<file path="config.mk">
export PLATFORM = sky130hd
export DESIGN_NAME = trap_entry_seq
export DESIGN_NICKNAME = d
export VERILOG_FILES = /design/src/rtl/tes_pkg.sv /design/src/rtl/tes_arb.sv /design/src/rtl/tes_status.sv /design/src/rtl/tes_fsm.sv /design/src/rtl/trap_entry_seq.sv
export SDC_FILE = /design/constraint.sdc
export NUM_CORES = 1
export LEC_CHECK = 0
export ABC_AREA = 1
export BUFFER_PORTS_ARGS = -buffer_cell sky130_fd_sc_hd__buf_4
export CAP_MARGIN = 0
export CORE_ASPECT_RATIO = 0.75
export CORE_MARGIN = 2
export CORE_UTILIZATION = 49
export CTS_CLUSTER_SIZE = 28
export DETAILED_ROUTE_END_ITERATION = 8
export HOLD_SLACK_MARGIN = 0.05
export PLACE_DENSITY = 0.91
export SYNTH_ARGS = -nofsm -noshare
export SYNTH_HDL_FRONTEND = slang
export SYNTH_SLANG_ARGS = --single-unit
</file>
<file path="constraint.sdc">
create_clock -name clk -period 2.5 [get_ports clk]
set_input_delay 0.5 -clock clk [delete_from_list [all_inputs] [get_ports clk]]
set_output_delay 0.5 -clock clk [all_outputs]
set_load 0.01 [all_outputs]
</file>
<file path="src/rtl/tes_pkg.sv">
// Shared types for the handler entry sequencer.
// Assumes the vector table layout is fixed relative to its base; offsets below are in bytes.
package tes_pkg;
    typedef enum logic [2:0] {
        ST_IDLE, ST_WR_IP, ST_WR_DSP, ST_WR_MSK, ST_RD_DSP, ST_RD_IP
    } seq_st_e;

    typedef enum logic [1:0] {EV_RESET, EV_IRQ, EV_ILL, EV_SWI} ev_e;

    // Byte offset of a vector slot above the table base.
    function automatic int vec_off(ev_e ev, int lvl);
        case (ev)
            EV_IRQ:   return 8 + 2 * lvl;
            EV_RESET: return 6;
            EV_ILL:   return 4;
            default:  return 2;
        endcase
    endfunction
endpackage

</file>
<file path="src/rtl/tes_arb.sv">
// Event arbiter: picks the winning pending event.
// Assumes mask[i]=1 blocks level i+1; the highest unmasked level wins, then illegal trap, then software trap.
module tes_arb #(
    parameter int NIRQ = 4,
    parameter int LW   = $clog2(NIRQ)
) (
    input  logic [NIRQ-1:0] irq_req,
    input  logic [NIRQ-1:0] mask,
    input  logic            trap_ill,
    input  logic            trap_sw,
    output logic            ev_valid,
    output tes_pkg::ev_e    ev,
    output logic [LW-1:0]   lvl
);
    import tes_pkg::*;

    logic hit;

    // Priority scan: later (higher) levels overwrite earlier ones.
    always_comb begin
        hit = 1'b0;
        lvl = '0;
        for (int i = 0; i < NIRQ; i++) begin
            if (irq_req[i] && !mask[i]) begin
                hit = 1'b1;
                lvl = LW'(i);
            end
        end
        ev_valid = hit | trap_ill | trap_sw;
        ev = hit ? EV_IRQ : (trap_ill ? EV_ILL : EV_SWI);
    end
endmodule

</file>
<file path="src/rtl/tes_status.sv">
// Status word register with entry update and guarded restore.
// Assumes apply and restore never both matter in one cycle (restore_ok is low while an entry runs).
module tes_status #(
    parameter int DW   = 16,
    parameter int NIRQ = 4,
    parameter int LW   = $clog2(NIRQ)
) (
    input  logic          clk,
    input  logic          rst_n,
    input  logic          restore_en,
    input  logic          restore_ok,
    input  logic [DW-1:0] restore_data,
    input  logic          apply,
    input  tes_pkg::ev_e  apply_ev,
    input  logic [LW-1:0] apply_lvl,
    output logic [DW-1:0] status
);
    import tes_pkg::*;

    localparam int MLO = DW - NIRQ;
    localparam int BIB = MLO - 1;
    localparam int BSB = MLO - 2;

    logic [NIRQ-1:0] lvl_bits;
    logic [DW-1:0]   entry_val;

    // Value the word takes when an entry completes.
    always_comb begin
        lvl_bits = '0;
        for (int i = 0; i < NIRQ; i++) begin
            if (i <= int'(apply_lvl)) lvl_bits[i] = 1'b1;
        end
        entry_val = status;
        entry_val[BSB] = 1'b1;
        entry_val[BIB] = 1'b1;
        if (apply_ev == EV_IRQ) entry_val[DW-1:MLO] = status[DW-1:MLO] | lvl_bits;
    end

    // Register update: reset, entry, then restore (full or carry-only).
    always_ff @(posedge clk) begin
        if (!rst_n) begin
            status      <= '0;
            status[BSB] <= 1'b1;
        end else if (apply) begin
            status <= entry_val;
        end else if (restore_en && restore_ok) begin
            if (status[BSB]) status    <= restore_data;
            else             status[0] <= restore_data[0];
        end
    end
endmodule

</file>
<file path="src/rtl/tes_fsm.sv">
// Entry sequencer: saves state on the call stack and reads vectors.
// Assumes memory holds address/data stable transfers on req&ack; pointer is pre-decremented by 2.
module tes_fsm #(
    parameter int DW   = 16,
    parameter int NIRQ = 4,
    parameter int LW   = $clog2(NIRQ)
) (
    input  logic          clk,
    input  logic          rst_n,
    input  logic          boundary,
    input  logic          ev_valid,
    input  tes_pkg::ev_e  ev,
    input  logic [LW-1:0] lvl,
    input  logic          mask_any,
    input  logic [DW-1:0] ip_in,
    input  logic [DW-1:0] dsp_in,
    input  logic [DW-1:0] csp_in,
    input  logic [DW-1:0] status,
    input  logic          mem_ack,
    input  logic [DW-1:0] mem_rdata,
    output logic          mem_req,
    output logic          mem_we,
    output logic [DW-1:0] mem_addr,
    output logic [DW-1:0] mem_wdata,
    output logic          busy,
    output logic          apply,
    output tes_pkg::ev_e  apply_ev,
    output logic [LW-1:0] apply_lvl,
    output logic          done,
    output logic [DW-1:0] ip_out,
    output logic [DW-1:0] dsp_out,
    output logic          dsp_load,
    output logic [DW-1:0] csp_out
);
    import tes_pkg::*;

    localparam logic [DW-1:0] VBASE = ~DW'(2 * (4 + NIRQ) - 1);

    seq_st_e       st;
    ev_e           ev_r;
    logic [LW-1:0] lvl_r;
    logic          to_int;
    logic [DW-1:0] ip_sv, dsp_sv, csp_r;
    logic          is_wr;
    logic          start;

    assign start     = (st == ST_IDLE) && boundary && ev_valid;
    assign is_wr     = (st == ST_WR_IP) || (st == ST_WR_DSP) || (st == ST_WR_MSK);
    assign busy      = (st != ST_IDLE);
    assign apply     = (st == ST_RD_IP) && mem_ack && (ev_r != EV_RESET);
    assign apply_ev  = ev_r;
    assign apply_lvl = lvl_r;
    assign csp_out   = csp_r;

    // Memory request outputs decoded from the current step.
    always_comb begin
        mem_req   = is_wr || (st == ST_RD_DSP) || (st == ST_RD_IP);
        mem_we    = is_wr;
        mem_addr  = is_wr ? csp_r - DW'(2) : VBASE;
        if (st == ST_RD_IP) mem_addr = VBASE + DW'(vec_off(ev_r, int'(lvl_r)));
        case (st)
            ST_WR_IP:  mem_wdata = ip_sv;
            ST_WR_DSP: mem_wdata = dsp_sv;
            ST_WR_MSK: mem_wdata = status;
            default:   mem_wdata = '0;
        endcase
    end

    // Step sequencing, pointer tracking and result capture.
    always_ff @(posedge clk) begin
        if (!rst_n) begin
            st       <= ST_RD_IP;
            ev_r     <= EV_RESET;
            lvl_r    <= '0;
            to_int   <= 1'b0;
            ip_sv    <= '0;
            dsp_sv   <= '0;
            csp_r    <= '0;
            done     <= 1'b0;
            ip_out   <= '0;
            dsp_out  <= '0;
            dsp_load <= 1'b0;
        end else begin
            done <= 1'b0;
            if (start) begin
                ev_r   <= ev;
                lvl_r  <= lvl;
                to_int <= (ev == EV_IRQ) && !mask_any;
                ip_sv  <= ip_in;
                dsp_sv <= dsp_in;
                csp_r  <= csp_in;
                st     <= (ev == EV_SWI) ? ST_WR_MSK : ST_WR_IP;
            end else if (mem_req && mem_ack) begin
                if (is_wr) csp_r <= csp_r - DW'(2);
                case (st)
                    ST_WR_IP:  st <= to_int ? ST_WR_DSP : ST_WR_MSK;
                    ST_WR_DSP: st <= ST_WR_MSK;
                    ST_WR_MSK: st <= to_int ? ST_RD_DSP : ST_RD_IP;
                    ST_RD_DSP: begin
                        dsp_out <= mem_rdata;
                        st      <= ST_RD_IP;
                    end
                    ST_RD_IP: begin
                        ip_out   <= mem_rdata;
                        dsp_load <= to_int;
                        done     <= 1'b1;
                        st       <= ST_IDLE;
                    end
                    default: st <= ST_IDLE;
                endcase
            end
        end
    end
endmodule

</file>
<file path="src/rtl/trap_entry_seq.sv">
// Top of the handler entry sequencer: arbiter, status word and step sequencer.
// Assumes the core holds inputs steady while boundary is high and applies outputs on done.
module trap_entry_seq #(
    parameter int DW   = 16,
    parameter int NIRQ = 4
) (
    input  logic            clk,
    input  logic            rst_n,
    input  logic            boundary,
    input  logic [NIRQ-1:0] irq_req,
    input  logic            trap_ill,
    input  logic            trap_sw,
    input  logic [DW-1:0]   ip_in,
    input  logic [DW-1:0]   dsp_in,
    input  logic [DW-1:0]   csp_in,
    input  logic            msk_restore,
    input  logic [DW-1:0]   msk_restore_data,
    output logic            mem_req,
    output logic            mem_we,
    output logic [DW-1:0]   mem_addr,
    output logic [DW-1:0]   mem_wdata,
    input  logic            mem_ack,
    input  logic [DW-1:0]   mem_rdata,
    output logic            busy,
    output logic            done,
    output logic [DW-1:0]   ip_out,
    output logic            dsp_load,
    output logic [DW-1:0]   dsp_out,
    output logic [DW-1:0]   csp_out,
    output logic [DW-1:0]   status
);
    import tes_pkg::*;

    localparam int LW  = $clog2(NIRQ);
    localparam int MLO = DW - NIRQ;

    logic          ev_valid, apply;
    ev_e           ev, apply_ev;
    logic [LW-1:0] lvl, apply_lvl;

    tes_arb #(.NIRQ(NIRQ), .LW(LW)) u_arb (
        .irq_req(irq_req), .mask(status[DW-1:MLO]), .trap_ill(trap_ill),
        .trap_sw(trap_sw), .ev_valid(ev_valid), .ev(ev), .lvl(lvl)
    );

    tes_status #(.DW(DW), .NIRQ(NIRQ), .LW(LW)) u_status (
        .clk(clk), .rst_n(rst_n), .restore_en(msk_restore), .restore_ok(!busy),
        .restore_data(msk_restore_data), .apply(apply), .apply_ev(apply_ev),
        .apply_lvl(apply_lvl), .status(status)
    );

    tes_fsm #(.DW(DW), .NIRQ(NIRQ), .LW(LW)) u_fsm (
        .clk(clk), .rst_n(rst_n), .boundary(boundary), .ev_valid(ev_valid),
        .ev(ev), .lvl(lvl), .mask_any(|status[DW-1:MLO]), .ip_in(ip_in),
        .dsp_in(dsp_in), .csp_in(csp_in), .status(status), .mem_ack(mem_ack),
        .mem_rdata(mem_rdata), .mem_req(mem_req), .mem_we(mem_we),
        .mem_addr(mem_addr), .mem_wdata(mem_wdata), .busy(busy), .apply(apply),
        .apply_ev(apply_ev), .apply_lvl(apply_lvl), .done(done), .ip_out(ip_out),
        .dsp_out(dsp_out), .dsp_load(dsp_load), .csp_out(csp_out)
    );
endmodule

</file>
## After elaboration in Yosys (flattened, before gate mapping)

Index checks and enable logic that the tools add are counted.
Widths: inputs -> output; s select.

| cells by class | value |
|---|---|
| $add $sub $neg | 3 |
| order comparisons | 3 |
| equal/unequal tests | 10 |
| muxes and demuxes | 31 |
| bitwise operators | 7 |
| reduce and logical (&&, ||, !) cells | 39 |

Operators by type and width:

| kind | count |
|---|---|
| $mux 16 | 8 |
| $pmux 16 s3 | 2 |
| $add 16x16->16 const A | 1 |
| $sub 16x2->16 const B | 1 |
| $mux 15 | 1 |
| $mux 1 | 12 |
| $pmux 3 s4 | 1 |
| $reduce_and 3->1 | 4 |
| $logic_and 1x1->1 | 11 |
| $reduce_bool 2->1 | 5 |
| $mux 2 | 4 |
| $eq 3x2->1 const B | 2 |
| $eq 3x3->1 const B | 2 |
| $logic_not 1->1 | 6 |
| $mux 3 | 2 |
| $reduce_and 2->1 | 3 |
| $add 4x3->5 const A | 1 |
| $eq 2x1->1 const B | 2 |
| $eq 2x2->1 const B | 2 |
| $le 2x2->1 const A | 2 |
| $logic_or 1x1->1 | 4 |
| $mux 4 | 1 |
| $not 1->1 | 4 |
| $or 4x4->4 | 1 |
| 10 further kinds | 11 |

| storage, ports and cells | value |
|---|---|
| bits in registers | 106 |
| input bits | 91 |
| output and inout port bits | 101 |
| logic and storage cells | 109 |

## Depth between registers and ports, before layout

Gate-level depths: netlist (run 1).

| depth | value |
|---|---|
| depth in word-level cells | 11 |
| gate-level depth with buffers | 11 |
| mapped depth without buffers | 11 |

## Modules after synthesis

Synthesis (run 1) repeated with hierarchy kept, for this count alone.

| unflattened totals | value |
|---|---|
| cells, all modules | 703 |
| area total of the unflattened synthesis | 4912.2 um2 |

By module, submodules not included:

| module | times used | cells each | area an instance (um2) | sequential area each (um2) |
|---|---|---|---|---|
| tes_fsm | 1 | 588 | 4156.5 | 1801.7 |
| tes_status | 1 | 95 | 669.4 | 320.3 |
| tes_arb | 1 | 16 | 71.3 | 0.0 |
| trap_entry_seq | 1 | 4 | 15.0 | 0.0 |

## Least setup slack after synthesis (run 1)

No wires, ideal clock.

| timing path | value |
|---|---|
| path type | reg2out |
| start | reg u_fsm.csp_r[1] (netlist: u_fsm.csp_out[1]) |
| end | out mem_addr[13] |
| data arrival time | 1514 ps |
| data required time | 2000 ps |
| setup slack | 486 ps |
| stages on the path, launching flop included | 8 |
| buffers on the path | 0 |
| path through | dfxtp_1 > inv_1 > ha_1 > nand3_1 > nor2_1 > nand3_1 > xor2_1 > or2_2 |

| on the way | value |
|---|---|
| cells in the longest elaborated chain, start to end | 3 |

Ends and longest elaborated chain:

| what | line | text |
|---|---|---|
| start: declaration | tes_fsm.sv:43 | `logic [DW-1:0] ip_sv, dsp_sv, csp_r;` |
| start signal: assignment | tes_fsm.sv:91 | `csp_r <= csp_in;` |
| start signal: assignment | tes_fsm.sv:94 | `if (is_wr) csp_r <= csp_r - DW'(2);` |
| $sub 16x2->16 | tes_fsm.sv:59 | `mem_addr = is_wr ? csp_r - DW'(2) : VBASE;` |
| $mux 16 | tes_fsm.sv:59 |  |
| $mux 16 | tes_fsm.sv:60 | `if (st == ST_RD_IP) mem_addr = VBASE + DW'(vec_off(ev_r, int'(lvl_r)));` |
| end: declaration | trap_entry_seq.sv:20 | `output logic [DW-1:0] mem_addr,` |

Every way passes these cells.

## Final worst setup path (run 1)

| timing path | value |
|---|---|
| start | reg u_fsm.csp_r[1] (netlist: u_fsm.csp_out[1]) |
| end | out mem_addr[15] |

The elaborated chain is that of the path after synthesis.

==> key figures, run 1 <==
Finish
  • P&R area growth vs syn: 38.5%
  • Register area: 2130 um^2
  • Diodes inserted: 0
  • Multi-input gate area: 2370 um^2
  • Fill cells: 845
  • Final #Nets: 972
  • Final cell count without fillers: 1017
  • Layout cells sized above 1: 28.4%

Synth
  • Top cell type's share of synthesized area: 43.5%
  • Average cell area after synthesis: 6.94 um^2
  • Syn Std Cell Area: 4870 um^2
  • Sequential-to-total area share from yosys stat: 43.5%
  • Synth Register Bits: 106
  • Post-Synthesis Cells: 702
  • Post-synth top cells: 141 x nor2_1, 117 x nand2_1, 106 x dfxtp_1
  • Post-synth net total: 794
  • Synth warn: 0
  • Asr flop ratio synth: 0%
  • Main synth FF type: dfxtp_1
  • Post-synth top area cell: dfxtp_1
  • Synth area leaders: dfxtp_1 44%, nor2_1 11%, nand2_1 9.0%
  • Synth cell types: 36
  • Post-synth EDFFs: 0
  • Most numerous cell in the Yosys netlist: nor2_1

Clock tree
  • Clock Path Buffers: 2
  • H-tree depth: 3
  • CTS buffer count: 9
  • CTS Sinks: 106
  • Clk_lat worst skew: 0.34 ns
  • CTS root buf: clkbuf_16
  • CTS tree: built
  • Reg clk slew, reported paths: 0.08 ns

Place
  • Final GP Congestion: 0.889
  • Cells after DPL: 1001
  • Post-DP HPWL: 10400 um
  • Count of input and output buffers: 191

Floorplanning
  • I/O pin count: 192
  • Die width: 119 um
  • Core Region: 9660 um^2
  • Area of the die: 10800 um^2
  • Die Y: 90.4 um
  • Initial Utilization: 50.5%
  • Row Count: 31

Route
  • Initial drt markers: 468
  • DR vias: 5241
  • Final ANT Viol Nets: 0
  • Wire per inst: 14.2 um
  • DRC errors left: 0
  • Vias/cell: 5.15
  • 1st-pass router iterations: 5
  • Drt total wl: 14500 um

Timing
  • Fmax: 0.417 GHz
  • Final setup viols: 0
  • Slew Limit Fails: 0
  • Total negative slack: 0 ns
  • Worst-Margin Slew: 0.794 ns
  • Period Utilization, post-route: 95.9%
  • Clock skew: 0.00760 ns
  • RSZ-0062 raised after global routing: no
  • Minimum clock period after layout: 2.40 ns
  • Slew Limit Headroom: 47.0%
  • Hold Fails Final Rpt: 0

Setup path
  • CP startpoint kind: flip-flop
  • Reg2reg end: u_fsm.csp_out[13]
  • Kind of critical path: flip-flop to primary output
  • CP arrival: 1.90 ns
  • Crit Path Max Fanout: 5
  • CP endpoint: mem_addr[15]
  • Crit Reg-Reg Startpoint: u_status.status[13]
  • Crit. Startpoint: u_fsm.csp_out[1]
  • R2r worst-path depth: 10
  • Required time worst endpoint: 2.00 ns
  • Flop-to-flop setup slack: 0.49 ns
  • Worst Setup End Kind: primary output

GRT
  • First-pass GRT wire length: 23400 um
  • Initial antenna violation count: 0
  • Vias in the first global route: 4797
  • Gr ovfl total: 0
  • GRT Total Usage: 26.6%
  • Largest net degree at the start of global routing: 45

Run
  • Max Cap Viol: 0

Pwr
  • Power Dens Cells: 685 nW/um^2
  • Total chip power: 4630 uW
  • Static leakage: 0.00316 uW
  • Worst vdd ir: 379 uV

Outcome
  • Status: finished clean

Min path
  • Worst hold path type: input port to flip-flop
==> cells by family after synthesis <==
logic type      after synthesis  share of synthesized area (%)
fa+ha+maj                     1                          0.257
flops                       106                           43.5
xor+xnor                      6                           1.08
compound gates              152                           17.0
buf+inv                     104                           8.83
simple gates                333                           29.2
==> through the flow <==
stage                     hold slack (ns)  worst slack, ns  utilization (%)  instance area (um^2)
after CTS                           0.378           0.0154             69.6                  6730
final                               0.385            0.102             69.9                  6750
after detailed placement            0.435            0.193             66.1                  6390
after global placement              0.432            0.301             66.1                  6390
after floorplan                     0.454            0.486                -                  4870
after global routing                0.381          0.00237             69.9                  6750
==> critical path, stage by stage (launching register included) <==
cell and delay (ns):
dfxtp_4 0.37, inv_4 0.07, ha_4 0.16, nand3_4 0.11, nor2_4 0.15, nand3b_1 0.11, xor2_1 0.16, or2_2 0.27
buf_4 0.14
==> worst min path at each step <==
stage / slack (ns) / endpoint / depth (start not counted) / startpoint
4_1_cts: 0.38 / u_fsm.ip_out[11] / 3 / mem_rdata[11]
3_5_place_dp: 0.44 / u_fsm.dsp_out[8] / 2 / u_fsm.dsp_out[8]
3_3_place_gp: 0.43 / u_fsm.dsp_out[11] / 2 / u_fsm.dsp_out[11]
2_1_floorplan: 0.45 / u_fsm.apply_lvl[0] / 2 / u_fsm.apply_lvl[0]
6_report: 0.38 / u_fsm.ip_out[11] / 3 / mem_rdata[11]
5_1_grt: 0.38 / u_fsm.ip_out[3] / 3 / mem_rdata[3]
==> area by class of cell <==
| type | instances | share of cell area (%) |
|---|---|---|
| clock buffers | 9 | 3.34 |
| inverters | 69 | 3.91 |
| flip-flops and latches | 106 | 31.5 |
| multi-input cells | 492 | 35.2 |
| repair buffers | 202 | 22.5 |
| clock inverters | 7 | 1.17 |
| well taps | 132 | 2.45 |
==> power breakdown <==
part / switching (uW) / internal [uW]
clock: 703 / 716
combinational: 712 / 567
sequential: 109 / 1820
==> flip-flops by register name (all words and copies together) (netlist names) <==
register / cells
u_fsm.dsp_sv: 16
u_fsm.csp_out: 16
u_fsm.ip_out: 16
u_fsm.apply_lvl: 2
u_fsm.to_int: 1
u_fsm.dsp_out: 16
u_fsm.ip_sv: 16
u_status.status: 16
u_fsm.dsp_load: 1
u_fsm.st: 3
u_fsm.done: 1
u_fsm.apply_ev: 2
==> cell usage in the layout, fill, tap and decap left out, types with 7 or more instances in the layout <==
cell type	n
dfxtp_1	104
buf_4	202
clkbuf_16	9
o21ai_0	83
nand2_1	117
inv_1	61
a22oi_1	16
nor2_1	136
nor2_4	7
a21oi_1	42
nand3_1	48
==> layer usage <==
metal	vias up	track usage [%]	part of all wire, %
li1	2625	-	-
met4	0	7.14	1.7
met5	-	0	0
met2	236	43.4	46
met3	23	7.89	9.4
met1	2357	34.3	43
==> timing repair <==
item,in CTS,in global routing
pin swaps,1,2
hold buffers,0,0
buffers inserted,0,0
setup endpoints to repair,2,8
resized for setup,7,11
Note: power is estimated with default switching activity, not from simulation.
==> inputs of run 2 (changes only) <==
--- a/config.mk
+++ b/config.mk
@@ -10,11 +10,12 @@
 export CAP_MARGIN = 0
 export CORE_ASPECT_RATIO = 0.75
 export CORE_MARGIN = 2
-export CORE_UTILIZATION = 49
+export CORE_UTILIZATION = 50
+export CTS_BUF_LIST = sky130_fd_sc_hd__clkbuf_4
 export CTS_CLUSTER_SIZE = 28
 export DETAILED_ROUTE_END_ITERATION = 8
 export HOLD_SLACK_MARGIN = 0.05
-export PLACE_DENSITY = 0.91
+export PLACE_DENSITY = 0.93
 export SYNTH_ARGS = -nofsm -noshare
 export SYNTH_HDL_FRONTEND = slang
 export SYNTH_SLANG_ARGS = --single-unit
==> run 2 against run 1 <==
Effect of this change:
- the run now ends with negative setup slack left
- die area decreased by 1.9%
- register-to-register slack got worse by 0.10 ns
- design area about the same
- total power decreased by 7.8%
- worst hold slack got worse by 0.15 ns
- non-clock buffer count increased by 13
- sequential share of layout area increased by 0.25 points
- first-iteration DRC count decreased by 6.6%
- largest cell class unchanged
- largest power group unchanged
==> key figures, run 2 (synthesis gave the netlist of run 1 again) <==
Clock tree
  • # hold bufs at CTS: 0 (unchanged)
  • CTS buffer count: 9 (unchanged)
  • H-tree depth: 3 (unchanged)
  • Clock Path Buffers: 2 (unchanged)
  • CTS root buf: clkbuf_4
  • CTS Sinks: 106 (unchanged)
  • Clk_lat worst skew: 0.48 ns (+0.14 ns)
  • CTS tree: built
  • Reg clk slew, reported paths: 0.17 ns (+0.09 ns)

Route
  • 1st-pass router iterations: 5 (unchanged)
  • Wire per inst: 14.7 um (+3.3%)
  • Drt total wl: 15200 um (+4.7%)
  • Initial drt markers: 437 (-6.6%)
  • Final ANT Viol Nets: 0 (unchanged)
  • DRC errors left: 0 (unchanged)
  • DR vias: 5366 (+2.4%)
  • Vias/cell: 5.20 (+0.99%)

Timing
  • Final setup margin: -0.0125 ns (-0.114 ns)
  • RSZ-0062 raised after global routing: yes
  • Slew Limit Headroom: 46.0% (-0.98 points)
  • Fmax: 0.398 GHz (-4.5%)
  • Clock skew: 0.0110 ns (+0.00343 ns)
  • Final setup viols: 1 (+1)
  • Period Utilization, post-route: 100% (+4.6 points)
  • Minimum clock period after layout: 2.51 ns (+0.114 ns)
  • Worst-Margin Slew: 0.809 ns (+0.0147 ns)
  • Slew Limit Fails: 0 (unchanged)
  • Hold Fails Final Rpt: 0 (unchanged)

Pwr
  • Static leakage: 0.00316 uW (-0.15%)
  • Worst vdd ir: 423 uV (+12%)
  • Total chip power: 4270 uW (-7.8%)
  • Power Dens Cells: 633 nW/um^2 (-7.7%)

Floorplanning
  • Core Region: 9580 um^2 (-0.80%)
  • Die Y: 89.5 um (-0.96%)
  • Die width: 118 um (-0.97%)
  • Row Count: 31 (unchanged)
  • Area of the die: 10600 um^2 (-1.9%)
  • I/O pin count: 192 (unchanged)
  • Initial Utilization: 50.9% (+0.41 points)

Outcome
  • Status: finished with violations
  • Failing checks: negative setup slack

Setup path
  • Reg2reg end: u_fsm.apply_ev[0]
  • R2r worst-path depth: 9 (-1)
  • Crit. Startpoint: u_fsm.csp_out[2]
  • Crit Path Max Fanout: 5 (unchanged)
  • CP arrival: 2.01 ns (+0.11 ns)
  • CP endpoint: mem_addr[13]
  • Crit Reg-Reg Startpoint: u_status.status[15]
  • Worst Setup End Kind: primary output
  • Flop-to-flop setup slack: 0.39 ns (-0.10 ns)
  • Kind of critical path: flip-flop to primary output
  • Required time worst endpoint: 2.00 ns (about the same)
  • CP startpoint kind: flip-flop

Place
  • Placement Setup Slack: 0.231 ns (+0.0372 ns)
  • Final GP Congestion: 0.948 (+6.7%)
  • Count of input and output buffers: 191 (unchanged)
  • Cells after DPL: 1003 (+0.20%)
  • Post-DP HPWL: 10600 um (+1.9%)

GRT
  • M3 GR Usage: 8.67% (+0.78 points)
  • Vias in the first global route: 4717 (-1.7%)
  • Most Crowded Layer GR: met2
  • Initial antenna violation count: 0 (unchanged)
  • First-pass GRT wire length: 23400 um (about the same)
  • GRT Total Usage: 27.8% (+1.3 points)
  • Gr ovfl total: 0 (unchanged)
  • GR Util met2: 44.7% (+1.3 points)
  • Met1 usage: 36.2% (+1.9 points)
  • Largest net degree at the start of global routing: 36 (-20%)

Run
  • Max Cap Viol: 0 (unchanged)

Finish
  • P&R area growth vs syn: 38.4% (about the same)
  • Layout cells sized above 1: 30.7% (+2.4 points)
  • Final cell count without fillers: 1031 (+1.4%)
  • Most frequent cells in the layout: 212 x buf_4, 136 x nor2_1, 115 x nand2_1
  • Final #Nets: 985 (+1.3%)
  • Fill cells: 809 (-4.3%)
  • Commonest non-fill, non-tap cell in the layout: buf_4

Min path
  • Worst hold path type: input port to flip-flop
==> run 2: cell types whose count changed in the layout (fill, tap and decap cells not counted), sizes merged <==
cell	before	now
buf	202	214
bufinv	0	1
clkbuf	9	10
clkinvlp	0	3
diode	0	1
inv	74	70
==> run 2: timing repair <==
item,4_1_cts,5_1_grt
buffers inserted,3,8
pin swaps,4,4
setup endpoints to repair,4,27
resized for setup,17,20
endpoints found under the hold margin,0,0
==> run 2: area by class of cell <==
type / count / area, um^2 / share of cell area (%)
clock inverters: 7 / 76.3 / 1.13
multi-input cells: 492 / 2390 / 35.4
inverters: 69 / 270 / 4.01
clock buffers: 9 / 67.6 / 1.00
diodes: 1 / 2.50 / 0.0371
well taps: 132 / 165 / 2.45
repair buffers: 215 / 1630 / 24.2
flip-flops and latches: 106 / 2140 / 31.8
==> run 2: how the worst min path moves through the flow <==
stage | cells past startpoint | slack, ns | startpoint | to
CTS | 3 | 0.23 | mem_rdata[2] | u_fsm.ip_out[2]
global placement | 2 | 0.43 | u_fsm.dsp_out[12] | u_fsm.dsp_out[12]
detailed placement | 2 | 0.44 | u_fsm.dsp_out[12] | u_fsm.dsp_out[12]
finish | 3 | 0.24 | mem_rdata[3] | u_fsm.ip_out[3]
global route | 3 | 0.23 | msk_restore_data[4] | u_status.status[4]
floorplan | 2 | 0.45 | u_fsm.apply_lvl[0] | u_fsm.apply_lvl[0]
==> run 2: stage by stage <==
step | util (%) | instance area, um^2 | setup TNS [ns] | hold WS (ns)
after global routing | 70.4 | 6740 | -0.214 | 0.229
after detailed placement | 66.8 | 6400 | 0 | 0.435
final | 70.4 | 6750 | -0.0125 | 0.239
after floorplan | - | 4870 | 0 | 0.454
after global placement | 66.8 | 6400 | 0 | 0.432
after CTS | 69.1 | 6620 | 0 | 0.229
==> run 2: worst max-delay path, cell delays in order (launching register included) <==
cell and delay (ns):
dfxtp_4 0.41, inv_4 0.06, ha_4 0.13, nand3_4 0.11, nor2_4 0.14, nand3_2 0.09, xor2_1 0.18, or2_2 0.28
buf_4 0.14
==> run 2: per-layer routing <==
layer | share of wire, % | wire length, um
met1 | 44 | 6690
met4 | 1.9 | 281
met2 | 45 | 6820
met3 | 9.0 | 1370
met5 | 0 | 0
==> run 2: power breakdown <==
part,internal (uW),total (uW),switching (uW)
logic,647,1420,769
clock network,312,916,604
registers,1830,1940,110
==> inputs of run 3 (changes only) <==
--- a/config.mk
+++ b/config.mk
@@ -6,14 +6,17 @@
 export NUM_CORES = 1
 export LEC_CHECK = 0
 export ABC_AREA = 1
-export BUFFER_PORTS_ARGS = -buffer_cell sky130_fd_sc_hd__buf_4
+export BUFFER_PORTS_ARGS = -buffer_cell sky130_fd_sc_hd__buf_2
 export CAP_MARGIN = 0
+export CELL_PAD_IN_SITES_DETAIL_PLACEMENT = 1
+export CELL_PAD_IN_SITES_GLOBAL_PLACEMENT = 2
 export CORE_ASPECT_RATIO = 0.75
 export CORE_MARGIN = 2
-export CORE_UTILIZATION = 50
+export CORE_UTILIZATION = 26
 export CTS_BUF_LIST = sky130_fd_sc_hd__clkbuf_4
 export CTS_CLUSTER_SIZE = 28
 export DETAILED_ROUTE_END_ITERATION = 8
+export GPL_ROUTABILITY_DRIVEN = 0
 export HOLD_SLACK_MARGIN = 0.05
 export PLACE_DENSITY = 0.93
 export SYNTH_ARGS = -nofsm -noshare
==> run 3 against run 2 <==
Effect of this change:
- the run now ends clean
- global-route usage down 9.4 points
- first-iteration DRC count down 36%
- fmax up 2.7%
- worst setup slack better by 0.065 ns
- cell count up 12%
- count of clock-buffer cells in the layout unchanged
- total power down 2.7%
- wire length up 20%
- worst hold slack better by 0.0072 ns
- critical path type unchanged
- largest cell class unchanged
==> key figures, run 3 (synthesis gave the netlist of run 1 again) <==
Floorplanning
  • Row Count: 43 (+39%)
  • I/O pin count: 192 (unchanged)
  • Die width: 162 um (+37%)
  • Core Region: 18500 um^2 (+93%)
  • Die Y: 123 um (+37%)
  • Area of the die: 19900 um^2 (+88%)
  • Initial Utilization: 26.4% (-24 points)

Clock tree
  • H-tree depth: 3 (unchanged)
  • CTS Sinks: 106 (unchanged)
  • CTS tree: built
  • Clk_lat worst skew: 0.48 ns (about the same)
  • Clock Path Buffers: 2 (unchanged)
  • CTS buffer count: 9 (unchanged)
  • Reg clk slew, reported paths: 0.19 ns (+0.02 ns)
  • CTS root buf: clkbuf_4

Finish
  • P&R area growth vs syn: 34.7%
  • Cell area after layout: 6570 um^2 (-2.7%)
  • Final cell count without fillers: 1158 (+12%)
  • Commonest non-fill, non-tap cell in the layout: buf_2
  • Most frequent cells in the layout: 188 x buf_2, 132 x nor2_1, 116 x nand2_1
  • Layout cells sized above 1: 32.2% (+1.5 points)
  • Final #Nets: 996 (+1.1%)
  • Final Util: 35.6% (-35 points)

Setup path
  • Kind of critical path: flip-flop to primary output
  • Crit-path slowest cell: dfxtp_4
  • Crit Path Max Fanout: 3 (-2)
  • Required time worst endpoint: 2.00 ns (about the same)
  • Stages on the worst setup path: 8 (unchanged)
  • Worst Setup End Kind: primary output
  • Flop-to-flop setup slack: 0.43 ns (+0.04 ns)
  • CP Cell Sequence: inv_6 -> ha_4 -> nand3_4 -> nor2_4 -> nand3_1 -> xor2_1 -> or2_4 -> buf_6
  • CP startpoint kind: flip-flop
  • Crit. Startpoint: u_fsm.csp_out[1]
  • CP arrival: 1.95 ns (-0.06 ns)
  • Crit Reg-Reg Startpoint: u_fsm.st[0]
  • CP endpoint: mem_addr[13]
  • Largest stage delay, worst path: 0.40 ns (about the same)
  • Reg2reg end: u_fsm.apply_ev[0]
  • CP top delay family: simple AND/OR/NAND/NOR gates
  • WP buf/inv: 2 (unchanged)
  • R2r worst-path depth: 8 (-1)

Timing
  • Fmax: 0.409 GHz (+2.7%)
  • Period Utilization, post-route: 97.9% (-2.6 points)
  • Worst-Margin Slew: 0.653 ns (-0.156 ns)
  • Final setup margin: 0.0527 ns (+0.0652 ns)
  • Hold Fails Final Rpt: 0 (unchanged)
  • Clock skew: 0.0235 ns (+0.0125 ns)
  • Slew Limit Fails: 0 (unchanged)
  • RSZ-0062 raised after global routing: yes
  • Slew Limit Headroom: 56.4% (+10 points)
  • Final setup viols: 0 (-1)
  • Total negative slack: 0 ns (+0.0125 ns)
  • Minimum clock period after layout: 2.45 ns (-0.0652 ns)

Place
  • Cells after DPL: 1122 (+12%)
  • Placed cell areas: 6110 um^2 (-4.6%)
  • Post-DP HPWL: 13300 um (+25%)
  • Placement Setup Slack: 0.257 ns (+0.0265 ns)
  • Count of input and output buffers: 191 (unchanged)

Route
  • DRC errors left: 0 (unchanged)
  • Initial drt markers: 279 (-36%)
  • Drt total wl: 18100 um (+20%)
  • DR vias: 5280 (-1.6%)
  • Final ANT Viol Nets: 0 (unchanged)
  • Wire per inst: 15.7 um (+6.4%)
  • 1st-pass router iterations: 4 (-1)
  • Vias/cell: 4.56 (-12%)

GRT
  • Largest net degree at the start of global routing: 48 (+33%)
  • First-pass GRT wire length: 28600 um (+22%)
  • Gr ovfl total: 0 (unchanged)
  • Initial antenna violation count: 1 (+1)
  • Vias in the first global route: 5363 (+14%)
  • GRT Total Usage: 18.4% (-9.4 points)

Pwr
  • Worst vdd ir: 253 uV (-40%)
  • Power Dens Cells: 632 nW/um^2 (about the same)
  • Static leakage: 0.00311 uW (-1.6%)

Min path
  • Worst hold path type: input port to flip-flop

Run
  • Max Cap Viol: 0 (unchanged)

Outcome
  • Status: finished clean
## run 3: worst register-to-register path, cell delays in order, from the launching register on
cell	delay [ns]
dfxtp_4	0.41
nor2_4	0.16
nand2_1	0.16
nor2_4	0.17
nand2_4	0.18
inv_2	0.54
nand2_1	0.18
nor2_1	0.13
nor2_1	0.05
## run 3: repair_timing
item,4_1_cts,5_1_grt
resized for setup,28,25
setup endpoints to repair,27,23
buffers inserted,12,6
hold endpoints to repair,0,0
pin swaps,6,8
hold buffers,0,0
## run 3: area by class of cell
cell class	count	area, um^2
tap	247	309
inverter	69	277
clock inverter	7	55.1
sequential	106	2150
timing repair buffer	226	1270
clock buffer	9	67.6
multi-input combinational	492	2420
antenna	2	5.00
fill	2377	11900
## run 3: worst min path at each step
stage,slack (ns),startpoint,cells past startpoint,end
floorplan,0.45,u_fsm.apply_lvl[0],2,u_fsm.apply_lvl[0]
global placement,0.43,u_fsm.dsp_out[5],2,u_fsm.dsp_out[5]
detailed placement,0.43,u_fsm.dsp_out[4],2,u_fsm.dsp_out[4]
CTS,0.20,msk_restore_data[5],3,u_status.status[5]
global route,0.20,msk_restore_data[3],3,u_status.status[3]
finish,0.25,msk_restore_data[5],3,u_status.status[5]
## run 3: layer usage
layer	part of all wire, %	track usage, %	vias up
li1	-	-	2675
met1	48	24.8	2446
met2	44	29.8	147
met3	7.7	5.58	10
met4	0.58	2.93	2
met5	0.072	0	-
## run 3: through the flow
stage	power (uW)	hold WS (ns)
finish	4150	0.246
floorplan	2660	0.454
CTS	4110	0.195
global route	4440	0.202
detailed placement	3130	0.434
global placement	3100	0.429
## run 3: power breakdown
group / switching [uW] / internal [uW]
combinational: 801 / 578
sequential: 107 / 1830
clock: 627 / 211
total: 1540 / 2620
